File: config.mk
export PLATFORM = sky130hd
export DESIGN_NAME = dma_chan
export DESIGN_NICKNAME = d
export VERILOG_FILES = /design/src/rtl/dma_pkg.sv /design/src/rtl/dma_fifo.sv /design/src/rtl/dma_lane.sv /design/src/rtl/dma_chan.sv
export SDC_FILE = /design/constraint.sdc
export NUM_CORES = 1
export LEC_CHECK = 0
export ABC_AREA = 1
export BUFFER_PORTS_ARGS = -buffer_cell sky130_fd_sc_hd__buf_2
export CAP_MARGIN = 20
export CORE_ASPECT_RATIO = 1.25
export CORE_MARGIN = 2
export CORE_UTILIZATION = 60
export CTS_CLUSTER_SIZE = 20
export DETAILED_ROUTE_END_ITERATION = 6
export GPL_ROUTABILITY_DRIVEN = 0
export PLACE_DENSITY = 0.82
export SKIP_CTS_REPAIR_TIMING = 1
export SLEW_MARGIN = 20
export SYNTH_ARGS = -nofsm -noshare
export SYNTH_HDL_FRONTEND = slang
export SYNTH_SLANG_ARGS = --single-unit
File: constraint.sdc
create_clock -name clk -period 4.78 [get_ports clk]
set_input_delay 0.478 -clock clk [delete_from_list [all_inputs] [get_ports clk]]
set_output_delay 0.478 -clock clk [all_outputs]
set_load 0.02 [all_outputs]
File: src/rtl/dma_pkg.sv
package dma_pkg;

  localparam int WORD_W = 32;
  localparam int STRB_W = WORD_W / 8;

  // control word layout of a linked descriptor
  localparam int CW_CNT_LSB   = 0;
  localparam int CW_BURST_LSB = 16;
  localparam int CW_WIDTH_LSB = 18;
  localparam int CW_SINC_BIT  = 20;
  localparam int CW_DINC_BIT  = 21;
  localparam int CW_WREQ_BIT  = 22;

  typedef enum logic [2:0] {
    ST_IDLE,
    ST_ARM,
    ST_WAIT,
    ST_RD,
    ST_WR,
    ST_LLI
  } chan_state_t;

  // bytes per element for a width code
  function automatic logic [2:0] elem_bytes(input logic [1:0] w);
    case (w)
      2'd0:    elem_bytes = 3'd1;
      2'd1:    elem_bytes = 3'd2;
      default: elem_bytes = 3'd4;
    endcase
  endfunction

  // lowest byte lane used by an element at address offset lo
  function automatic logic [1:0] lane_sel(input logic [1:0] w, input logic big,
                                          input logic [1:0] lo);
    case (w)
      2'd0:    lane_sel = big ? (2'd3 - lo) : lo;
      2'd1:    lane_sel = big ? (lo[1] ? 2'd0 : 2'd2) : (lo[1] ? 2'd2 : 2'd0);
      default: lane_sel = 2'd0;
    endcase
  endfunction

endpackage

File: src/rtl/dma_fifo.sv
module dma_fifo #(
  parameter int DW    = 32,
  parameter int DEPTH = 4
) (
  input  logic          clk,
  input  logic          rst,
  input  logic          flush,
  input  logic          push,
  input  logic [DW-1:0] wdata,
  input  logic          pop,
  output logic [DW-1:0] rdata,
  output logic          empty,
  output logic          full
);
  localparam int AW = $clog2(DEPTH);

  logic [DW-1:0] store [DEPTH];
  logic [AW-1:0] wp, rp;
  logic [AW:0]   level;

  // storage without reset so it maps onto RAM
  always_ff @(posedge clk) begin
    if (push) store[wp] <= wdata;
  end

  always_ff @(posedge clk) begin
    if (rst || flush) begin
      wp    <= '0;
      rp    <= '0;
      level <= '0;
    end else begin
      if (push) wp <= (wp == AW'(DEPTH - 1)) ? '0 : wp + AW'(1);
      if (pop)  rp <= (rp == AW'(DEPTH - 1)) ? '0 : rp + AW'(1);
      case ({push, pop})
        2'b10:   level <= level + 1'b1;
        2'b01:   level <= level - 1'b1;
        default: level <= level;
      endcase
    end
  end

  assign rdata = store[rp];
  assign empty = (level == '0);
  assign full  = (level == (AW+1)'(DEPTH));

endmodule

File: src/rtl/dma_lane.sv
module dma_lane
  import dma_pkg::*;
(
  input  logic              big,
  input  logic [1:0]        width,
  input  logic [1:0]        rd_lo,
  input  logic [WORD_W-1:0] rdata,
  input  logic [1:0]        wr_lo,
  input  logic [WORD_W-1:0] elem,
  output logic [WORD_W-1:0] rd_elem,
  output logic [WORD_W-1:0] wr_word,
  output logic [STRB_W-1:0] wr_strb
);
  logic [1:0]        rl, wl;
  logic [WORD_W-1:0] mask;
  logic [STRB_W-1:0] smask;

  always_comb begin
    rl = lane_sel(width, big, rd_lo);
    wl = lane_sel(width, big, wr_lo);
    case (width)
      2'd0:    begin mask = 32'h0000_00FF; smask = 4'b0001; end
      2'd1:    begin mask = 32'h0000_FFFF; smask = 4'b0011; end
      default: begin mask = 32'hFFFF_FFFF; smask = 4'b1111; end
    endcase
    rd_elem = (rdata >> {rl, 3'b000}) & mask;
    wr_word = (elem & mask) << {wl, 3'b000};
    wr_strb = smask << wl;
  end

endmodule

File: src/rtl/dma_chan.sv
module dma_chan
  import dma_pkg::*;
#(
  parameter int ADDR_W = 32,
  parameter int CNT_W  = 16,
  parameter int DEPTH  = 4
) (
  input  logic                     clk,
  input  logic                     rst,
  input  logic                     cfg_start,
  input  logic [ADDR_W-1:0]        cfg_src,
  input  logic [ADDR_W-1:0]        cfg_dst,
  input  logic [ADDR_W-1:0]        cfg_next,
  input  logic [CNT_W-1:0]         cfg_count,
  input  logic [$clog2(DEPTH)-1:0] cfg_burst,
  input  logic [1:0]               cfg_width,
  input  logic                     cfg_src_inc,
  input  logic                     cfg_dst_inc,
  input  logic                     cfg_wait_req,
  input  logic                     cfg_big_endian,
  input  logic                     preq_single,
  input  logic                     preq_burst,
  output logic                     p_ack,
  output logic                     m_valid,
  output logic                     m_write,
  output logic [ADDR_W-1:0]        m_addr,
  output logic [1:0]               m_size,
  output logic [WORD_W-1:0]        m_wdata,
  output logic [STRB_W-1:0]        m_strb,
  input  logic                     m_ready,
  input  logic [WORD_W-1:0]        m_rdata,
  input  logic                     m_err,
  output logic                     busy,
  output logic                     tc_pulse,
  output logic                     err_pulse
);
  localparam int BW   = $clog2(DEPTH);
  localparam int LN_W = BW + 1;

  chan_state_t       state;
  logic [ADDR_W-1:0] src, dst, nxt;
  logic [ADDR_W-1:0] lli_src, lli_dst, lli_nxt;
  logic [CNT_W-1:0]  cnt;
  logic [BW-1:0]     burst_f;
  logic [1:0]        width_r;
  logic              s_inc, d_inc, wreq, big;
  logic [LN_W-1:0]   rd_left, wr_left;
  logic [1:0]        lli_idx;

  logic [LN_W-1:0]   burst_len, chunk_n;
  logic [ADDR_W-1:0] step_s, step_d;
  logic              accept;
  logic              fifo_push, fifo_pop, fifo_flush, fifo_empty, fifo_full;
  logic [WORD_W-1:0] fifo_rdata, rd_elem, wr_word;
  logic [STRB_W-1:0] wr_strb;

  always_comb begin
    burst_len  = LN_W'(burst_f) + LN_W'(1);
    chunk_n    = (cnt < CNT_W'(burst_len)) ? LN_W'(cnt) : burst_len;
    step_s     = s_inc ? ADDR_W'(elem_bytes(width_r)) : '0;
    step_d     = d_inc ? ADDR_W'(elem_bytes(width_r)) : '0;
    accept     = m_valid && m_ready;
    fifo_push  = (state == ST_RD) && accept && !m_err;
    fifo_pop   = (state == ST_WR) && accept && !m_err;
    fifo_flush = ((state == ST_IDLE) && cfg_start) || (accept && m_err);
  end

  dma_fifo #(.DW(WORD_W), .DEPTH(DEPTH)) u_fifo (
    .clk   (clk),
    .rst   (rst),
    .flush (fifo_flush),
    .push  (fifo_push),
    .wdata (rd_elem),
    .pop   (fifo_pop),
    .rdata (fifo_rdata),
    .empty (fifo_empty),
    .full  (fifo_full)
  );

  dma_lane u_lane (
    .big     (big),
    .width   (width_r),
    .rd_lo   (src[1:0]),
    .rdata   (m_rdata),
    .wr_lo   (dst[1:0]),
    .elem    (fifo_rdata),
    .rd_elem (rd_elem),
    .wr_word (wr_word),
    .wr_strb (wr_strb)
  );

  always_ff @(posedge clk) begin
    if (rst) begin
      state     <= ST_IDLE;
      busy      <= 1'b0;
      tc_pulse  <= 1'b0;
      err_pulse <= 1'b0;
      p_ack     <= 1'b0;
      m_valid   <= 1'b0;
      m_write   <= 1'b0;
      m_addr    <= '0;
      m_size    <= '0;
      m_wdata   <= '0;
      m_strb    <= '0;
      src       <= '0;
      dst       <= '0;
      nxt       <= '0;
      lli_src   <= '0;
      lli_dst   <= '0;
      lli_nxt   <= '0;
      cnt       <= '0;
      burst_f   <= '0;
      width_r   <= '0;
      s_inc     <= 1'b0;
      d_inc     <= 1'b0;
      wreq      <= 1'b0;
      big       <= 1'b0;
      rd_left   <= '0;
      wr_left   <= '0;
      lli_idx   <= '0;
    end else begin
      tc_pulse  <= 1'b0;
      err_pulse <= 1'b0;
      p_ack     <= 1'b0;
      if (accept && m_err) begin
        m_valid   <= 1'b0;
        busy      <= 1'b0;
        err_pulse <= 1'b1;
        state     <= ST_IDLE;
      end else begin
        case (state)
          ST_IDLE: begin
            if (cfg_start) begin
              src     <= cfg_src;
              dst     <= cfg_dst;
              nxt     <= cfg_next;
              cnt     <= cfg_count;
              burst_f <= cfg_burst;
              width_r <= cfg_width;
              s_inc   <= cfg_src_inc;
              d_inc   <= cfg_dst_inc;
              wreq    <= cfg_wait_req;
              big     <= cfg_big_endian;
              busy    <= 1'b1;
              state   <= ST_ARM;
            end
          end
          ST_ARM: begin
            if (cnt == '0) begin
              if (nxt != '0) begin
                lli_idx <= '0;
                state   <= ST_LLI;
              end else begin
                tc_pulse <= 1'b1;
                busy     <= 1'b0;
                state    <= ST_IDLE;
              end
            end else if (wreq) begin
              state <= ST_WAIT;
            end else begin
              rd_left <= chunk_n;
              wr_left <= chunk_n;
              state   <= ST_RD;
            end
          end
          ST_WAIT: begin
            if (preq_burst) begin
              rd_left <= chunk_n;
              wr_left <= chunk_n;
              state   <= ST_RD;
            end else if (preq_single) begin
              rd_left <= LN_W'(1);
              wr_left <= LN_W'(1);
              state   <= ST_RD;
            end
          end
          ST_RD: begin
            if (!m_valid) begin
              m_valid <= 1'b1;
              m_write <= 1'b0;
              m_addr  <= src;
              m_size  <= width_r;
            end else if (m_ready) begin
              m_valid <= 1'b0;
              src     <= src + step_s;
              rd_left <= rd_left - LN_W'(1);
              if (rd_left == LN_W'(1)) state <= ST_WR;
            end
          end
          ST_WR: begin
            if (!m_valid) begin
              m_valid <= 1'b1;
              m_write <= 1'b1;
              m_addr  <= dst;
              m_size  <= width_r;
              m_wdata <= wr_word;
              m_strb  <= wr_strb;
            end else if (m_ready) begin
              m_valid <= 1'b0;
              dst     <= dst + step_d;
              cnt     <= cnt - CNT_W'(1);
              wr_left <= wr_left - LN_W'(1);
              if (wr_left == LN_W'(1)) begin
                p_ack <= wreq;
                state <= ST_ARM;
              end
            end
          end
          ST_LLI: begin
            if (!m_valid) begin
              m_valid <= 1'b1;
              m_write <= 1'b0;
              m_addr  <= nxt + ADDR_W'({lli_idx, 2'b00});
              m_size  <= 2'd2;
            end else if (m_ready) begin
              m_valid <= 1'b0;
              lli_idx <= lli_idx + 2'd1;
              case (lli_idx)
                2'd0: lli_src <= ADDR_W'(m_rdata);
                2'd1: lli_dst <= ADDR_W'(m_rdata);
                2'd2: lli_nxt <= ADDR_W'(m_rdata);
                default: begin
                  src     <= lli_src;
                  dst     <= lli_dst;
                  nxt     <= lli_nxt;
                  cnt     <= m_rdata[CW_CNT_LSB +: CNT_W];
                  burst_f <= m_rdata[CW_BURST_LSB +: BW];
                  width_r <= m_rdata[CW_WIDTH_LSB +: 2];
                  s_inc   <= m_rdata[CW_SINC_BIT];
                  d_inc   <= m_rdata[CW_DINC_BIT];
                  wreq    <= m_rdata[CW_WREQ_BIT];
                  state   <= ST_ARM;
                end
              endcase
            end
          end
          default: state <= ST_IDLE;
        endcase
      end
    end
  end

endmodule

* After elaboration in Yosys (flattened, before gate mapping)
Memory sizes are Yosys's and may differ from the RTL's. A register that Yosys moved wholly into a read port is not among the register bits.
Index checks and enable logic that the tools add are counted.
** Word-level totals
- Bits in registers :: 307
- Latch bits :: 0
- RAM bits :: 128
- Memory bits (read-only) :: 0
- Input bits :: 159
- Output and inout bits :: 76
- Word-level logic and storage cells :: 258
- Memories :: 1
** Memories
- u_fifo.store :: words 4, bits a word 32, read ports 1, clocked after memory_dff 1, write ports 1, line dma_fifo.sv:17 : logic [DW-1:0] store [DEPTH];
** Cells by class
- Add/sub/neg operators :: 12
- Multiply operators :: 0
- Div/mod/pow operators :: 0
- $lt $le $gt $ge :: 1
- Eq/ne operators :: 33
- Shifts and indexed selects :: 3
- Muxes and demuxes :: 122
- Bitwise gates (word level) :: 9
- Reductions and logical operators :: 48
** Operator list (number)
- 2-to-1 mux 32 bit :: 19
- one-hot mux 32 bit (3 select lines) :: 3
- one-hot mux 32 bit (2 select lines) :: 2
- 2-to-1 mux 16 bit :: 6
- 2-to-1 mux 3 bit :: 25
- adder 32 x 3 -> 32 bit :: 2
- bitwise AND 32 bit :: 2
- 2-to-1 mux 2 bit :: 26
- one-hot mux 16 bit (3 select lines) :: 1
- != test 2 bit, second input constant :: 18
- adder 32 x 4 -> 32 bit :: 1
- nonzero test 32 bit :: 1
- left shift 32 x 5 -> 32 bit :: 1
- >> shifter 32 x 5 -> 32 bit :: 1
- 2-to-1 mux 1 bit :: 24
- one-hot mux 2 bit (2 select lines) :: 6
- AND reduction 5 bit :: 4
- one-hot mux 3 bit (3 select lines) :: 2
- one-hot mux 3 bit (6 select lines) :: 1
- zero test 16 bit :: 1
- less-than comparator 16 x 3 -> 1 bit :: 1
- AND reduction 8 bit :: 2
- subtractor 16 x 1 -> 16 bit, second input constant :: 1
- nonzero test 3 bit :: 5
- 31 further kinds :: 73

* Logic depth before layout (Yosys ltp)
- Word-level depth :: 7
- Gate-level depth with buffers :: 18
- Mapped depth without buffers :: 17

* Cells and area by module
A second synthesis with hierarchy kept.
** Unflattened totals
- Cells, all modules :: 3236
- Area total of the unflattened synthesis :: 22940.8 sq um
** By module, submodules not included
- dma_chan :: instances 1, cells each 2614, area each 16523.3 sq um, sequential area each 6065.8 sq um
- dma_fifo :: instances 1, cells each 371, area each 5243.8 sq um, sequential area each 4023.9 sq um
- dma_lane :: instances 1, cells each 251, area each 1173.6 sq um, sequential area each 0.0 sq um

* Worst setup path after synthesis
Ideal clock, no wire load.
- Path kind :: register -> register
- Start :: register width_r[0]
- End :: register src[10]
- Setup time :: 117 ps
- Arrival :: 2633 ps
- Required time :: 4663 ps
- Setup slack :: 2030 ps
- Cell stages (with the launch flop) :: 17
- Buffers on the path :: 1
- Clock period less this slack :: 2750 ps
- Cells stage by stage :: dfxtp_1 > nor2_1 > clkbuf_1 > clkinv_1 > nor2_1 > ha_1 > inv_1 > fa_1 > inv_1 > nand2_1 > a21oi_1 > nand2_1 > nor2_1 > xor2_1 > nor2_1 > nor2_1 > nor2_1
** Between the ends
- Cells in the longest elaborated chain, start to end :: 7
- Elaborated cells between the ends (all ways) :: 8
- Classes of those cells :: add/sub: 1; eq/ne: 1; mux: 5; reduce/logical: 1
** Ends and longest elaborated chain
- from (decl) :: line dma_chan.sv:45 : logic [1:0] width_r;
- from (signal assigned) :: line dma_chan.sv:139 : width_r <= cfg_width;
- from (signal assigned) :: line dma_chan.sv:228 : width_r <= m_rdata[CW_WIDTH_LSB +: 2];
- == test 2 x 1 -> 1 bit / zero test 2 bit (equally long branches) :: line dma_pkg.sv:25 : case (w)
- one-hot mux 3 bit (2 select lines) (*) :: line dma_pkg.sv:25
- 2-to-1 mux 3 bit (*) :: line dma_chan.sv:60 : step_s = s_inc ? ADDR_W'(elem_bytes(width_r)) : '0;
- adder 32 x 3 -> 32 bit (*) :: line dma_chan.sv:185 : src <= src + step_s;
- 2-to-1 mux 32 bit (*) :: line dma_chan.sv:183 : end else if (m_ready) begin
- 2-to-1 mux 32 bit (*) :: line dma_chan.sv:178 : if (!m_valid) begin
- one-hot mux 32 bit (3 select lines) (*) :: line dma_chan.sv:131 : case (state)
- to (signal assigned) :: line dma_chan.sv:134 : src <= cfg_src;
- to (signal assigned) :: line dma_chan.sv:185
- to (signal assigned) :: line dma_chan.sv:223 : src <= lli_src;
- to (decl) :: line dma_chan.sv:41 : logic [ADDR_W-1:0] src, dst, nxt;
Every way passes the cells marked *; elsewhere a longest branch is shown, timed or not. The select of a mux whose other input is x is not followed.
A chain may end at the register's enable or synchronous reset.

* Final worst setup path
- Start :: register width_r[1]
- End :: register src[24]
The elaborated chain is that of the path after synthesis.

==> run_results.csv <==
group,metric,value,unit
grt,grt_use_total,38.9,%
worst_setup_path,timing.rr.start,"width_r[1]",
sta,layout_min_cycle_time,3460,ps
route,via_count,23000,
floorplan,die-area,38600,µm²
route,wire_per_inst,20.4,µm
pwr,powerDensity,544,nW/µm²
clock_network,cts_buffers,42,
pwr,switching_share,41.7,%
worst_setup_path,cp.arrival,3960,ps
floorplan,rows,78,
grt,grt_max_degree,133,
synthesis,synthArstFlopShare,0,%
sta,max_freq,289,MHz
sta,slew_viol_final,0,
pwr,ir_worst_vdd,323,µV
pwr,total_power,13.6,mW
final_layout,drive_above_1_share,11.2,%
place,hpwl,53600,µm
final_layout,layout_commonest_cell,"nand2_1",
floorplan,core_area,36400,µm²
synthesis,ys_warn_count,0,
status,status,"finished with violations",
clock_network,clock_sinks,437,
route,drc_errors,5,
synthesis,synth_xor_area_share,0.197,%
min_path,hold_end,"cnt[0]",
clock_network,cts_buffer_depth,3,
final_layout,antenna_cells,0,
synthesis,synth-compound-area-share,19.4,%
pwr,p_int,7.90,mW
sta,hold_violations,0,
synthesis,synthSimpleGateAreaFrac,25.6,%
pwr,p_switching,5.66,mW
worst_setup_path,crit_required,5280,ps
synthesis,synth_seq_area_share,45.2,%
final_layout,final_cell_mix,"nand2_1, o21ai_0, nor2_1",
clock_network,path_clk_slew,70,ps
floorplan,start_util,61.0,%
synthesis,synth_enable_flop_cells,128,
place,io_buffers,234,
synthesis,ys_ff_latch,437,
final_layout,fin_nets,3417,
worst_setup_path,critPathMaxFanout,22,
clock_network,root_buffer,"clkbuf_16",
pwr,p_comb_share,34.4,%
sta,rsz0062_at_grt,"false",
clock_network,cts_tree,"yes",
synthesis,synth_top_family_by_area,"simple AND/OR/NAND/NOR gates",
grt,grt_overflow,0,
sta,fin_crit_sh,72.5,%
synthesis,syn_avg_cell_area,7.18,µm²
clock_network,htreeDepth,2,
route,via_per_inst,6.15,
route,firstDrtPassIters,7,
status,violations,"DRC",
sta,whs,219,ps
grt,antenna_found_initial,1,
min_path,whs_path_depth,3,
worst_setup_path,path_class,"reg -> reg",
worst_setup_path,worstSetupStartpointType,"flop",
route,wl,76400,µm
synthesis,muxShareOfSynthArea,0,%
grt,grt_pass1_vias,21000,
sta,finalSetupViolCount,0,
sta,max_slew.worst_pin.slew,1090,ps
pwr,leakage,10.8,nW
route,drtIter0Drc,2869,
pwr,seq_power_share,40.4,%
synthesis,yosys.cell_types.count,44,
worst_setup_path,r2r_slack,1320,ps
clock_network,insertion_delay,570,ps
sta,setup_tns,0,ps
worst_setup_path,crit_path_end_kind,"flop",
worst_setup_path,reg2reg_depth,17,
synthesis,synthCells,3090,
worst_setup_path,r2r-end,"src[24]",
floorplan,die_w,176,µm
final_layout,area_growth,12.2,%
run,maxCapViolations,0,
synthesis,netlist_area,22200,µm²
floorplan,ios,235,
final_layout,fin_util,68.4,%
min_path,min_path_type,"in -> reg",
synthesis,syn_nets,3277,
synthesis,synth_ff_type,"dfxtp_1",
floorplan,die_h,219,µm
route,postRouteAntennaNets,0,
grt,grt_pass1_wl,116000,µm
min_path,hp-start,"cfg_count[0]",
synthesis,synth_fa_ha_area_share,1.68,%
sta,finClkSkew,14.2,ps
sta,max-slew-margin-rel,27.2,%
worst_setup_path,critical_path.startpoint,"width_r[1]",
pwr,clockPowerShare,25.2,%
-- per-layer routing --
| layer | track usage (%) | vias to the layer above | wire length (µm) |
|---|---|---|---|
| li1 | - | 10600 | - |
| met2 | 61.3 | 1522 | 34000 |
| met5 | 0 | - | 13 |
| met1 | 45.6 | 10500 | 26900 |
| met4 | 34.6 | 2 | 8080 |
| met3 | 6.81 | 405 | 7490 |
-- cell type report --
cell class	count	area [µm²]
Sequential cell	437	10000
Timing Repair Buffer	263	1430
Clock buffer	60	1200
Fill cell	2995	11500
Clock inverter	18	183
Inverter	265	1000
Tap cell	480	601
Multi-Input combinational cell	2221	10500
-- worst max-delay path, cell delays in order, from the launching register on --
cell      delay, ps
dfxtp_1         630
nor2_1          290
clkinv_1        360
nor2_1          240
ha_1            200
inv_1            70
fa_1            350
inv_1            70
nand2_1          80
nand2_1         130
nand2_1          70
nor2_1          340
nand2_1         130
inv_1           110
nand2_1          50
nand2_1          60
nand3_1          70
a21oi_1         130
-- flip-flops by register name, indices dropped and copies added, names as in the netlist, 2 cells and up, named ones only --
signal        flops
burst_f           2
cnt              16
dst              32
lli_dst          32
lli_idx           2
lli_nxt          32
lli_src          32
m_addr           32
m_size            2
m_strb            4
m_wdata          32
nxt              32
rd_left           3
src              32
state             3
u_fifo.rp         2
u_fifo.store    128
u_fifo.wp         2
width_r           2
wr_left           3
-- through the flow --
step,std cells,cell area (µm²),worst slack [ps]
finish,3744,24900,1320
global route,3744,24900,1020
CTS,3743,24900,1390
detailed placement,3665,23500,1430
global placement,3664,23500,1590
floorplan,3090,22200,2030
-- worst max path at each step --
stage	end	slack [ps]	cells after the start
6_report	src[24]	1320	17
5_1_grt	src[24]	1020	17
4_1_cts	src[24]	1390	17
3_5_place_dp	src[24]	1430	17
3_3_place_gp	src[24]	1590	17
2_1_floorplan	src[10]	2030	16
-- Yosys cell counts (2+ instances only) --
cell type / instances / area [µm²]
o22ai_1: 20 / 125
o211a_1: 6 / 60.1
dfxtp_1: 309 / 6190
nand2_1: 711 / 2670
nand2_2: 4 / 25.0
edfxtp_1: 128 / 3840
o21ai_1: 5 / 25.0
nand4_1: 33 / 206
nor4_1: 3 / 18.8
buf_2: 40 / 200
a31oi_1: 4 / 25.0
a21oi_1: 317 / 1590
nor3b_1: 2 / 15.0
buf_1: 8 / 30.0
clkbuf_1: 103 / 387
xor2_1: 4 / 35.0
o21ai_0: 375 / 1880
fa_1: 3 / 60.1
nor2_4: 2 / 22.5
o221ai_1: 8 / 70.1
inv_2: 11 / 41.3
inv_1: 252 / 946
nor2_2: 3 / 18.8
ha_1: 25 / 313
nand3_1: 213 / 1070
a41oi_1: 4 / 35.0
o211ai_1: 9 / 67.6
a211oi_1: 21 / 158
buf_4: 9 / 67.6
a221oi_1: 2 / 17.5
clkinv_1: 2 / 7.51
nor3_1: 44 / 220
o21bai_1: 3 / 22.5
nand3b_1: 4 / 30.0
or2_2: 8 / 50.1
buf_6: 4 / 45.0
nor2_1: 358 / 1340
a22o_1: 25 / 219
clkbuf_2: 3 / 15.0
-- cells by family (layout without fill, tap and decap cells) --
logic type / Yosys count / count (layout)
AO/OA/AOI/OAI: 802 / 802
XOR/XNOR: 5 / 5
adder cells (fa/ha/maj): 28 / 28
buffers and inverters: 432 / 606
flip-flops: 437 / 437
AND/OR/NAND/NOR: 1386 / 1386
-- power by group through the flow --
stage	Clock (mW)	Combinational (mW)	Sequential, mW
6_report	3.42	4.66	5.47
5_1_grt	3.57	5.14	5.51
4_1_cts	3.41	4.51	5.41
3_5_place_dp	0	4.48	5.48
3_3_place_gp	0	4.32	5.47
2_1_floorplan	0	3.28	5.28
No activity file was read; power rests on OpenSTA's default activity.
